## src/rtl/berr_pkg.sv

```systemverilog
package berr_pkg;
   localparam int LOG_W       = 4;
   localparam int LB_MISMATCH = 0;
   localparam int LB_RCVD_TA  = 1;
   localparam int LB_RCVD_MA  = 2;
   localparam int LB_DET_SERR = 3;

   typedef enum logic [1:0] {
      RSP_NONE   = 2'b00,
      RSP_ALL1   = 2'b01,
      RSP_TABORT = 2'b10
   } pci_rsp_e;
endpackage

```

## src/rtl/berr_serr_sync.sv

```systemverilog
module berr_serr_sync #(
   parameter int STAGES = 2
) (
   input  logic clk,
   input  logic rst_n,
   input  logic serr_n_i,
   output logic rise_o
);
   generate
      if (STAGES < 2) begin : g_bad_stages
         $error("berr_serr_sync: STAGES must be at least 2");
      end
   endgenerate

   logic [STAGES-1:0] sync_q;
   logic              last_q;

   always_ff @(posedge clk) begin
      if (!rst_n) begin
         sync_q <= '0;
         last_q <= 1'b0;
      end else begin
         sync_q <= {sync_q[STAGES-2:0], ~serr_n_i};
         last_q <= sync_q[STAGES-1];
      end
   end

   assign rise_o = sync_q[STAGES-1] & ~last_q;


   single_rise_chk: assert property (@(posedge clk) disable iff (!rst_n)
      rise_o |=> !rise_o);
endmodule

```

## src/rtl/berr_rsp_merge.sv

```systemverilog
module berr_rsp_merge
   import berr_pkg::*;
#(
   parameter int NUM_CH = 2
) (
   input  logic              clk,
   input  logic              rst_n,
   input  logic [NUM_CH-1:0] err_i,
   input  logic [NUM_CH-1:0] nxa_i,
   input  logic              mabort_mode_i,
   output logic              set_ta_o,
   output logic              set_ma_o,
   output pci_rsp_e          rsp_o
);
   generate
      if (NUM_CH < 1) begin : g_bad_ch
         $error("berr_rsp_merge: NUM_CH must be at least 1");
      end
   endgenerate

   logic [NUM_CH-1:0] ta_ch;
   logic [NUM_CH-1:0] a1_ch;

   genvar gi;
   generate
      for (gi = 0; gi < NUM_CH; gi++) begin : g_ch
         assign ta_ch[gi] = err_i[gi] & (~nxa_i[gi] | mabort_mode_i);
         assign a1_ch[gi] = err_i[gi] & nxa_i[gi] & ~mabort_mode_i;
      end
   endgenerate

   assign set_ta_o = |(err_i & ~nxa_i);
   assign set_ma_o = |(err_i & nxa_i);

   pci_rsp_e rsp_d, rsp_q;

   always_comb begin
      if (|ta_ch)      rsp_d = RSP_TABORT;
      else if (|a1_ch) rsp_d = RSP_ALL1;
      else             rsp_d = RSP_NONE;
   end

   always_ff @(posedge clk) begin
      if (!rst_n) rsp_q <= RSP_NONE;
      else        rsp_q <= rsp_d;
   end

   assign rsp_o = rsp_q;


   tabort_prio_chk: assert property (@(posedge clk) disable iff (!rst_n)
      (|(err_i & ~nxa_i)) |=> (rsp_o == RSP_TABORT));
endmodule

```

## src/rtl/berr_log_w1c.sv

```systemverilog
module berr_log_w1c #(
   parameter int W = 4
) (
   input  logic         clk,
   input  logic         rst_n,
   input  logic [W-1:0] set_i,
   input  logic         clr_valid_i,
   input  logic [W-1:0] clr_mask_i,
   output logic [W-1:0] log_o
);
   logic [W-1:0] log_q;
   logic [W-1:0] clr_eff;

   assign clr_eff = clr_valid_i ? clr_mask_i : '0;

   always_ff @(posedge clk) begin
      if (!rst_n) log_q <= '0;
      else        log_q <= (log_q & ~clr_eff) | set_i;
   end

   assign log_o = log_q;


   set_sticks_chk: assert property (@(posedge clk) disable iff (!rst_n)
      (|set_i) |=> ((log_o & $past(set_i)) == $past(set_i)));


   clr_works_chk: assert property (@(posedge clk) disable iff (!rst_n)
      (clr_valid_i && (set_i == '0)) |=> ((log_o & $past(clr_mask_i)) == '0));
endmodule

```

## src/rtl/berr_irq_map.sv

```systemverilog
module berr_irq_map
   import berr_pkg::*;
#(
   parameter bit IRQ_REG = 1'b0
) (
   input  logic             clk,
   input  logic             rst_n,
   input  logic [LOG_W-1:0] log_i,
   input  logic             mm_fatal_en_i,
   input  logic             mm_nonfatal_en_i,
   input  logic             serr_en_i,
   input  logic             serr_fatal_en_i,
   output logic             fatal_o,
   output logic             nonfatal_o
);
   logic fatal_d, nonfatal_d;

   always_comb begin
      fatal_d    = (log_i[LB_MISMATCH] & mm_fatal_en_i)
                 | (log_i[LB_DET_SERR] & serr_en_i & serr_fatal_en_i);
      nonfatal_d = (log_i[LB_MISMATCH] & mm_nonfatal_en_i)
                 | (log_i[LB_DET_SERR] & serr_en_i & ~serr_fatal_en_i);
   end

   generate
      if (IRQ_REG) begin : g_reg
         logic fatal_q, nonfatal_q;
         always_ff @(posedge clk) begin
            if (!rst_n) begin
               fatal_q    <= 1'b0;
               nonfatal_q <= 1'b0;
            end else begin
               fatal_q    <= fatal_d;
               nonfatal_q <= nonfatal_d;
            end
         end
         assign fatal_o    = fatal_q;
         assign nonfatal_o = nonfatal_q;
      end else begin : g_comb
         assign fatal_o    = fatal_d;
         assign nonfatal_o = nonfatal_d;


         no_src_no_irq_chk: assert property (@(posedge clk) disable iff (!rst_n)
            (log_i == '0) |-> (!fatal_o && !nonfatal_o));
      end
   endgenerate
endmodule

```

## src/rtl/bridge_err_report.sv

```systemverilog
module bridge_err_report
   import berr_pkg::*;
#(
   parameter int NUM_CH      = 2,
   parameter int SYNC_STAGES = 2,
   parameter bit IRQ_REG     = 1'b0
) (
   input  logic              clk,
   input  logic              rst_n,
   input  logic              rsp_mismatch_i,
   input  logic [NUM_CH-1:0] up_err_i,
   input  logic [NUM_CH-1:0] up_nxa_i,
   input  logic              serr_n_i,
   input  logic              csr_misalign_i,
   input  logic              cfg_mm_fatal_en_i,
   input  logic              cfg_mm_nonfatal_en_i,
   input  logic              cfg_mabort_mode_i,
   input  logic              cfg_serr_en_i,
   input  logic              cfg_serr_fatal_en_i,
   input  logic              clr_valid_i,
   input  logic [3:0]        clr_mask_i,
   output logic [3:0]        log_o,
   output logic              fatal_irq_o,
   output logic              nonfatal_irq_o,
   output logic [1:0]        pci_rsp_o,
   output logic              csr_err_rsp_o
);
   logic       serr_rise;
   logic       set_ta, set_ma;
   pci_rsp_e   rsp;
   logic [LOG_W-1:0] set_vec;
   logic [LOG_W-1:0] log_q;
   logic       misalign_q;

   berr_serr_sync #(.STAGES(SYNC_STAGES)) u_serr (
      .clk(clk), .rst_n(rst_n), .serr_n_i(serr_n_i), .rise_o(serr_rise)
   );

   berr_rsp_merge #(.NUM_CH(NUM_CH)) u_merge (
      .clk(clk), .rst_n(rst_n), .err_i(up_err_i), .nxa_i(up_nxa_i),
      .mabort_mode_i(cfg_mabort_mode_i), .set_ta_o(set_ta), .set_ma_o(set_ma),
      .rsp_o(rsp)
   );

   always_comb begin
      set_vec              = '0;
      set_vec[LB_MISMATCH] = rsp_mismatch_i;
      set_vec[LB_RCVD_TA]  = set_ta;
      set_vec[LB_RCVD_MA]  = set_ma;
      set_vec[LB_DET_SERR] = serr_rise;
   end

   berr_log_w1c #(.W(LOG_W)) u_log (
      .clk(clk), .rst_n(rst_n), .set_i(set_vec), .clr_valid_i(clr_valid_i),
      .clr_mask_i(clr_mask_i), .log_o(log_q)
   );

   berr_irq_map #(.IRQ_REG(IRQ_REG)) u_irq (
      .clk(clk), .rst_n(rst_n), .log_i(log_q),
      .mm_fatal_en_i(cfg_mm_fatal_en_i), .mm_nonfatal_en_i(cfg_mm_nonfatal_en_i),
      .serr_en_i(cfg_serr_en_i), .serr_fatal_en_i(cfg_serr_fatal_en_i),
      .fatal_o(fatal_irq_o), .nonfatal_o(nonfatal_irq_o)
   );

   always_ff @(posedge clk) begin
      if (!rst_n) misalign_q <= 1'b0;
      else        misalign_q <= csr_misalign_i;
   end

   assign log_o         = log_q;
   assign pci_rsp_o     = rsp;
   assign csr_err_rsp_o = misalign_q;


   misalign_rsp_chk: assert property (@(posedge clk) disable iff (!rst_n)
      csr_misalign_i |=> csr_err_rsp_o);


   mismatch_logged_chk: assert property (@(posedge clk) disable iff (!rst_n)
      rsp_mismatch_i |=> log_o[LB_MISMATCH]);
endmodule

```

## config.mk

```make
export PLATFORM = sky130hd
export DESIGN_NAME = bridge_err_report
export DESIGN_NICKNAME = d
export VERILOG_FILES = /design/src/rtl/berr_pkg.sv /design/src/rtl/berr_serr_sync.sv /design/src/rtl/berr_rsp_merge.sv /design/src/rtl/berr_log_w1c.sv /design/src/rtl/berr_irq_map.sv /design/src/rtl/bridge_err_report.sv
export SDC_FILE = /design/constraint.sdc
export NUM_CORES = 1
export LEC_CHECK = 0
export ABC_AREA = 1
export CORE_UTILIZATION = 30
export DETAILED_ROUTE_END_ITERATION = 8
export DONT_BUFFER_PORTS = 1
export GPL_TIMING_DRIVEN = 0
export SYNTH_ARGS = -nofsm -noshare
export SYNTH_HDL_FRONTEND = slang
export SYNTH_HIERARCHICAL = 1
export SYNTH_SLANG_ARGS = --single-unit
```

## constraint.sdc

```tcl
create_clock -name clk -period 1.7 [get_ports clk]
set_clock_uncertainty 0.05 [all_clocks]
set_input_delay 0.085 -clock clk [delete_from_list [all_inputs] [get_ports clk]]
set_output_delay 0.085 -clock clk [all_outputs]
set_load 0.05 [all_outputs]
```

---- Word level (Yosys, flattened, before mapping) ----
Cells that the tools add are included.
word-level totals
  logic and storage cells ................. 43
  bits of input ports ..................... 19
  flip-flop bits (word level) ............. 10
cells by class
  muxes and demuxes ....................... 3
  reductions and logical operators ........ 5
  bitwise logic cells ..................... 29
operator list
  operator          number
  $and A1 B1 Y1     12
  $reduce_or A2 Y1  4
  $not A1 Y1        7
  $and A2 B2 Y2     2
  $and A4 B4 Y4     1
  $mux W4           1
  $not A4 Y4        1
  $or A1 B1 Y1      4
  $or A4 B4 Y4      1
  $reduce_or A3 Y1  1
  $mux W2           1
  $not A2 Y2        1
  $mux W1           1

---- Logic depth before layout (Yosys ltp) ----
Gate-level depths: netlist (run 1).
  depth after elaboration ................. 5
  depth in mapped cells ................... 5
  mapped depth without buffers ............ 5

---- Modules after synthesis ----
The synthesis (run 1) kept the hierarchy.
by module, submodules not included
  module             instances  area an instance (um2)  cells an instance  seq. area each (um2)
  berr_log_w1c       1          148.9                   21                 80.1
  berr_rsp_merge     1          110.1                   19                 40.0
  berr_serr_sync     1          92.6                    11                 60.1
  berr_irq_map       1          28.8                    7                  0.0
  bridge_err_report  1          27.5                    3                  20.0

---- Least setup slack after synthesis (run 1) ----
OpenSTA, ideal clock, no wires.
  path type ............................... flip-flop to output port
  start point ............................. register u_log.log_q[3], in the netlist u_log/log_o[3]
  end point ............................... output port fatal_irq_o
  arrival ................................. 1.131 ns
  data required time ...................... 1.565 ns
  buffers on the path ..................... 0
  path slack .............................. 0.434 ns
  stages on the path, launching flop included .. 3
  cell sequence ........................... dfxtp_1 > nand3_1 > nand2_1
between the ends
  word-level cells in the longest chain between the ends .. 3
RTL lines
  element                     RTL line                 RTL
  from (decl)                 berr_log_w1c.sv:11       logic [W-1:0] log_q;
  from (signal assigned)      berr_log_w1c.sv:18       else log_q <= (log_q & ~clr_eff) | set_i;
  $and A1 B1 Y1 (2 in a row)  berr_irq_map.sv:20       | (log_i[LB_DET_SERR] & serr_en_i & serr_fatal_en_i);
  $or A1 B1 Y1                berr_irq_map.sv:20
  to (decl)                   bridge_err_report.sv:23  output logic fatal_irq_o,
Every way passes these cells.

---- Worst setup path in the final report (run 1) ----
  start point ............................. register u_log.log_q[0], in the netlist u_log/log_o[0]
  end point ............................... register u_log.log_q[0], in the netlist u_log/log_o[0]
between the ends
  word-level cells in the longest chain between the ends .. 2
RTL lines
  element        RTL line
  $and A4 B4 Y4  berr_log_w1c.sv:18
  $or A4 B4 Y4   berr_log_w1c.sv:18
Every way passes these cells.
A chain may end at the register's enable or synchronous reset.

==> reports/qor.yml, run 1 <==
run_status:
  status: "finished clean"
power_and_ir_drop:
  swShare_pct: 29.18
  p_comb_share_pct: 15.7
  clkPwrFrac_pct: 28.8
  cellLeakagePower_nw: 0.3276
  power.internal_mw: 0.3715
  power_switching_mw: 0.1531
  p_seq_share_pct: 55.5
  p_per_area_mw_per_mm2: 835.1
  ir_worst_vdd_mv: 0.4582
sta:
  layout_min_cycle_time_ns: 1.604
  slew_viol_final: 0
  rsz0062_at_grt: "no"
  finalHoldViolCount: 0
  relSlewSlack_pct: 62.97
  fmax_mhz: 623.4
  setup_viol: 0
  timing.final.crit_share_pct: 94.36
  worst_pin_slew_ns: 0.5548
  setup-tns-final_ns: 0
worst_setup_path:
  crit_fanout: 4
  cp_data_arrival_time_ns: 1.75
  critPathKind: "register to register"
  cp-start-kind: "register"
  cp.required_ns: 1.85
  endpoint_kind: "register"
clocking:
  htreeDepth: 1
  cts-buffers-inserted: 3
  cts.sinks: 10
  cts_buffer_depth: 2
  cts_resized: 0
  clkTransAtPathRegs_ns: 0.06
  cts_root_buf: "clkbuf_4"
  cts_tree: "built"
  insertion_delay_ns: 0.26
  postCtsSetupBuffers: 0
yosys:
  syn_nets: 80
  ys_ff_latch: 10
  ys_seq_area_share_pct: 49.08
  synthesis.area_um2: 407.9
  synth.distinct_cells: 9
  netlist_instances: 61
  yosys_warnings: 6
  syn-mean-instance-area_um2: 6.687
finish:
  layout_commonest_cell: "nand2_1"
  drive_gt1_share_pct: 6.098
  diodes: 0
  final_cell_mix: "nand2_1 (23), dlygate4sd3_1 (18), inv_1 (15)"
  fillers: 115
  fin_nets: 103
  multi_input_area_um2: 151.4
  regArea_um2: 200.2
  area_growth_pct: 53.99
  final_util_pct: 52.95
placed_design:
  hpwl_um: 545.6
  io_buffers: 0
  finalWeightedCongestion: 0.6617
worst_hold_path:
  hp-class: "input port to register"
route:
  viasPerCell: 4.625
  ant_nets: 0
  dr.pass1.iters: 4
  vias: 444
  drtIter0Drc: 9
  drc: 0
  drt_wl_total_um: 985
  routedWlPerCell_um: 10.26
die:
  boundaryPins: 28
  die_area_mm2: 0.001511
  num_rows: 12
  start_util_pct: 34.39
  coreArea_mm2: 0.001186
  fp.dieH_um: 38.88
  die_w_um: 38.88
global_route:
  grt_start_max_net_pins: 6
  grt_pass1_wl_um: 1518
  antenna_found_initial: 0
  track_usage_pct: 15.83
  first_global_vias: 431
  global_route.overflow_total: 0
flow_run:
  maxCapViolCount: 0
metrics by stage:
step	power (mW)	setup WS [ns]	hold slack (ns)	area, um^2	std cells
finish	0.5245	0.09596	0.03047	628.1	96
global route	0.5525	0.01138	0.03405	628.1	96
CTS	0.5313	0.1017	0.01741	628.1	96
detailed placement	0.3402	0.3902	0.1038	425.4	75
global placement	0.3391	0.4017	0.1024	425.4	75
floorplan	0.3342	0.4336	0.1019	407.9	61
power groups by stage:
stage	logic (mW)	clock network, mW	registers [mW]
global placement	0.0429	0	0.296
global route	0.0916	0.168	0.293
floorplan	0.0395	0	0.295
finish	0.0823	0.151	0.291
detailed placement	0.0439	0	0.296
CTS	0.0798	0.160	0.291
sequential cells by signal (all words and copies together), names as in the netlist:
name / flops
u_log/log_o: 4
u_merge/rsp_o: 2
u_serr/sync_q: 2
csr_err_rsp_o: 1
u_serr/last_q: 1
cells in the mapped netlist:
master	count	area share (%)
nand2_2	1	1.5
o22ai_1	1	1.5
a21oi_1	5	6.1
nand2_1	23	21
nand3_1	2	2.5
dfxtp_1	10	49
nor2_1	3	2.8
inv_1	15	14
nor2_2	1	1.5
final timing paths:
check / from / slack (ns) / depth (start not counted) / to
setup reg to reg: u_log/log_o[0]$_SDFF_PN0_ / 0.1 / 3 / u_log/log_o[0]$_SDFF_PN0_
setup / recovery: u_log/log_o[0]$_SDFF_PN0_ / 0.1 / 3 / u_log/log_o[0]$_SDFF_PN0_
hold / removal: up_err_i[1] / 0.03 / 4 / u_log/log_o[2]$_SDFF_PN0_
hold reg to reg: u_serr/sync_q[0]$_SDFF_PN0_ / 0.38 / 2 / u_serr/sync_q[1]$_SDFF_PN0_
logic make-up after synthesis:
| family | synth area share (%) |
|---|---|
| AOI/OAI and AO/OA | 7.669 |
| DFF | 49.08 |
| and+or+nand+nor | 29.45 |
| buffers and inverters | 13.80 |
layout make-up:
| class | count | area share, % |
|---|---|---|
| clock buffer | 3 | 3.586 |
| inverter | 15 | 8.964 |
| multi-input combinational | 36 | 24.10 |
| sequential | 10 | 31.87 |
| tap | 14 | 2.789 |
| timing repair buffer | 18 | 28.69 |
metal layers:
metal  share of wire, %  track usage [%]  up-vias  wire, um
met5                  0                0        -         0
met4                2.6            12.07        0        26
met3                 11            8.671        4       113
met2                 47            30.00       33       461
met1                 39            10.88      187       383
li1                   -                -      220         -
timing repair:
| item | 4_1_cts | 5_1_grt |
|---|---|---|
| setup endpoints to repair | 0 | 0 |
| hold buffers | 18 | 0 |
| hold endpoints to repair | 10 | 0 |
critical path: stages (launching register included):
cell and delay (ns):
dfxtp_1 0.67, nand2_1 0.13, a21oi_1 0.14, dlygate4sd3_1 0.56
Note: power is estimated with default switching activity, not from simulation.
==> inputs of run 2 (changes only) <==
==> constraint.sdc (replaced) <==
create_clock -name clk -period 1.5 [get_ports clk]
set_clock_uncertainty 0.05 [all_clocks]
set_input_delay 0.075 -clock clk [delete_from_list [all_inputs] [get_ports clk]]
set_output_delay 0.075 -clock clk [all_outputs]
set_load 0.05 [all_outputs]
==> run 2 against run 1 <==
  * Setup slack improved by 0.011 ns
  * Sequential share of layout area is 0.14 points higher
  * Critical path type unchanged
  * Routed wire length unchanged
  * Combinational power rose by 14%
==> reports/qor.yml, run 2 (synthesized netlist as in run 1, its figures left out) <==
worst_hold_path:
  hold_end: "u_log/log_o[2]$_SDFF_PN0_"
  hp-class: "input port to register"
  holdCritStartpoint: "up_err_i[0]"
  hold_path_depth: 4  # unchanged
worst_setup_path:
  worstReg2RegStart: "u_log/log_o[0]$_SDFF_PN0_"
  worstReg2RegEnd: "u_log/log_o[0]$_SDFF_PN0_"
  cp_data_arrival_time_ns: 1.53  # -0.22 ns
  endpoint_kind: "register"
  cp.required_ns: 1.64  # -0.21 ns
  cp-start-kind: "register"
  critPathKind: "register to register"
  reg2reg_depth: 3  # unchanged
  crit_fanout: 4  # unchanged
  ff2ff_setup_slack_ns: 0.11  # about the same
flow_run:
  maxCapViolCount: 0  # unchanged
global_route:
  grt_use_met3_pct: 8.671  # unchanged
  grt_start_max_net_pins: 6  # unchanged
  global_route.overflow_total: 0  # unchanged
  grt-busiest-layer: "met2"
  track_usage_pct: 15.85  # +0.019 points
  gr-usage-met1_pct: 10.92  # +0.038 points
  grt_pass1_wl_um: 1538  # +1.3%
  first_global_vias: 427  # -0.93%
  antenna_found_initial: 0  # unchanged
  met2_usage_pct: 30.42  # +0.42 points
clocking:
  cts-buffers-inserted: 3  # unchanged
  cts.sinks: 10  # unchanged
  insertion_delay_ns: 0.26  # about the same
  postCtsSetupBuffers: 0  # unchanged
  cts_tree: "built"
  cts_root_buf: "clkbuf_4"
  clkTransAtPathRegs_ns: 0.06  # about the same
  htreeDepth: 1  # unchanged
  cts_buffer_depth: 2  # unchanged
placed_design:
  place_ws_ns: 0.2002  # -0.1900 ns
  hpwl_um: 545.6  # unchanged
  finalWeightedCongestion: 0.6617  # unchanged
  placed_cells: 75  # unchanged
  placed_area_um2: 425.4  # unchanged
  io_buffers: 0  # unchanged
die:
  start_util_pct: 34.39  # unchanged
  die_area_mm2: 0.001511  # unchanged
  num_rows: 12  # unchanged
  coreArea_mm2: 0.001186  # unchanged
  die_w_um: 38.88  # unchanged
  fp.dieH_um: 38.88  # unchanged
  boundaryPins: 28  # unchanged
power_and_ir_drop:
  cellLeakagePower_nw: 0.3375  # +3.0%
  p_seq_share_pct: 55.4  # about the same
  p_comb_share_pct: 15.7  # about the same
  power_switching_mw: 0.1739  # +14%
  ir_worst_vdd_mv: 0.5194  # +13%
  swShare_pct: 29.13  # -0.049 points
  clkPwrFrac_pct: 28.8  # about the same
  power.internal_mw: 0.4230  # +14%
  p_per_area_mw_per_mm2: 942.7  # +13%
sta:
  postLayoutSetupSlackWorst_ns: 0.1069  # +0.01098 ns
  slew_viol_final: 0  # unchanged
  relSlewSlack_pct: 66.44  # +3.5 points
  rsz0062_at_grt: "no"
  worst_pin_slew_ns: 0.5028  # -0.05198 ns
  setup_viol: 0  # unchanged
  timing.final.crit_share_pct: 92.87  # -1.5 points
  fmax_mhz: 717.8  # +15%
  finalHoldViolCount: 0  # unchanged
  setup-tns-final_ns: 0  # unchanged
  layout_min_cycle_time_ns: 1.393  # -0.2110 ns
route:
  drtIter0Drc: 7  # -2
  drc: 0  # unchanged
  drt_wl_total_um: 985  # unchanged
  ant_nets: 0  # unchanged
  vias: 447  # +0.68%
  viasPerCell: 4.656  # +0.68%
  routedWlPerCell_um: 10.26  # unchanged
  dr.pass1.iters: 4  # unchanged
finish:
  final_cells: 96  # unchanged
  drive_gt1_share_pct: 8.537  # +2.4 points
  postLayoutCellArea_um2: 633.1  # +0.80%
  fillers: 115  # unchanged
  final_cell_mix: "nand2_1 (23), dlygate4sd3_1 (17), inv_1 (15)"
  largest_register_ffs: 4  # unchanged
  layout_commonest_cell: "nand2_1"
  diodes: 0  # unchanged
  area_growth_pct: 55.21
  fin_nets: 103  # unchanged
run_status:
  status: "finished clean"
==> run 2: metrics by stage <==
| step | power [mW] | util, % | hold slack (ns) |
|---|---|---|---|
| floorplan | 0.3788 | - | 0.09187 |
| global placement | 0.3844 | 35.87 | 0.09236 |
| detailed placement | 0.3856 | 35.87 | 0.09384 |
| CTS | 0.6034 | 53.16 | 0.007407 |
| global route | 0.6286 | 53.38 | 0.02361 |
| finish | 0.5968 | 53.38 | 0.01706 |
==> run 2: final cells by class <==
class	count	area [um^2]	share of cell area, %
well taps	14	17.52	2.767
clock buffers	3	22.52	3.557
flip-flops and latches	10	202.7	32.02
multi-input cells	36	151.4	23.91
repair buffers	18	182.7	28.85
inverters	15	56.30	8.893
==> run 2: power by group through the flow <==
stage                     Sequential [mW]  Combinational [mW]  Clock (mW)
after CTS                           0.331              0.0910       0.182
final                               0.331              0.0938       0.172
after global routing                0.333               0.105       0.191
after detailed placement            0.336              0.0498           0
after global placement              0.336              0.0486           0
after floorplan                     0.334              0.0448           0
==> run 2: worst max path at each step <==
stage                              start                           to  slack, ns
6_report       u_log/log_o[0]$_SDFF_PN0_    u_log/log_o[0]$_SDFF_PN0_       0.11
2_1_floorplan  u_log/log_o[3]$_SDFF_PN0_                  fatal_irq_o       0.24
5_1_grt        u_log/log_o[0]$_SDFF_PN0_    u_log/log_o[0]$_SDFF_PN0_      0.009
4_1_cts                            rst_n  u_merge/rsp_o[0]$_SDFF_PP0_       0.09
3_3_place_gp   u_log/log_o[3]$_SDFF_PN0_                  fatal_irq_o       0.21
3_5_place_dp   u_log/log_o[3]$_SDFF_PN0_               nonfatal_irq_o       0.20
==> run 2: routing by layer <==
metal	vias to the layer above	routed length, um
met5	-	0
met4	0	28
li1	219	-
met1	185	360
met3	6	129
met2	37	466
==> run 2: repair_timing <==
action,CTS,global route
hold buffers,18,0
endpoints found under the setup margin,2,1
resized for setup,2,1
endpoints found under the hold margin,10,0
==> run 2: worst max-delay path, stage by stage (launching register included) <==
cell and delay, ns:
dfxtp_2 0.51, nand2_1 0.10, a21oi_1 0.12, dlygate4sd3_1 0.55
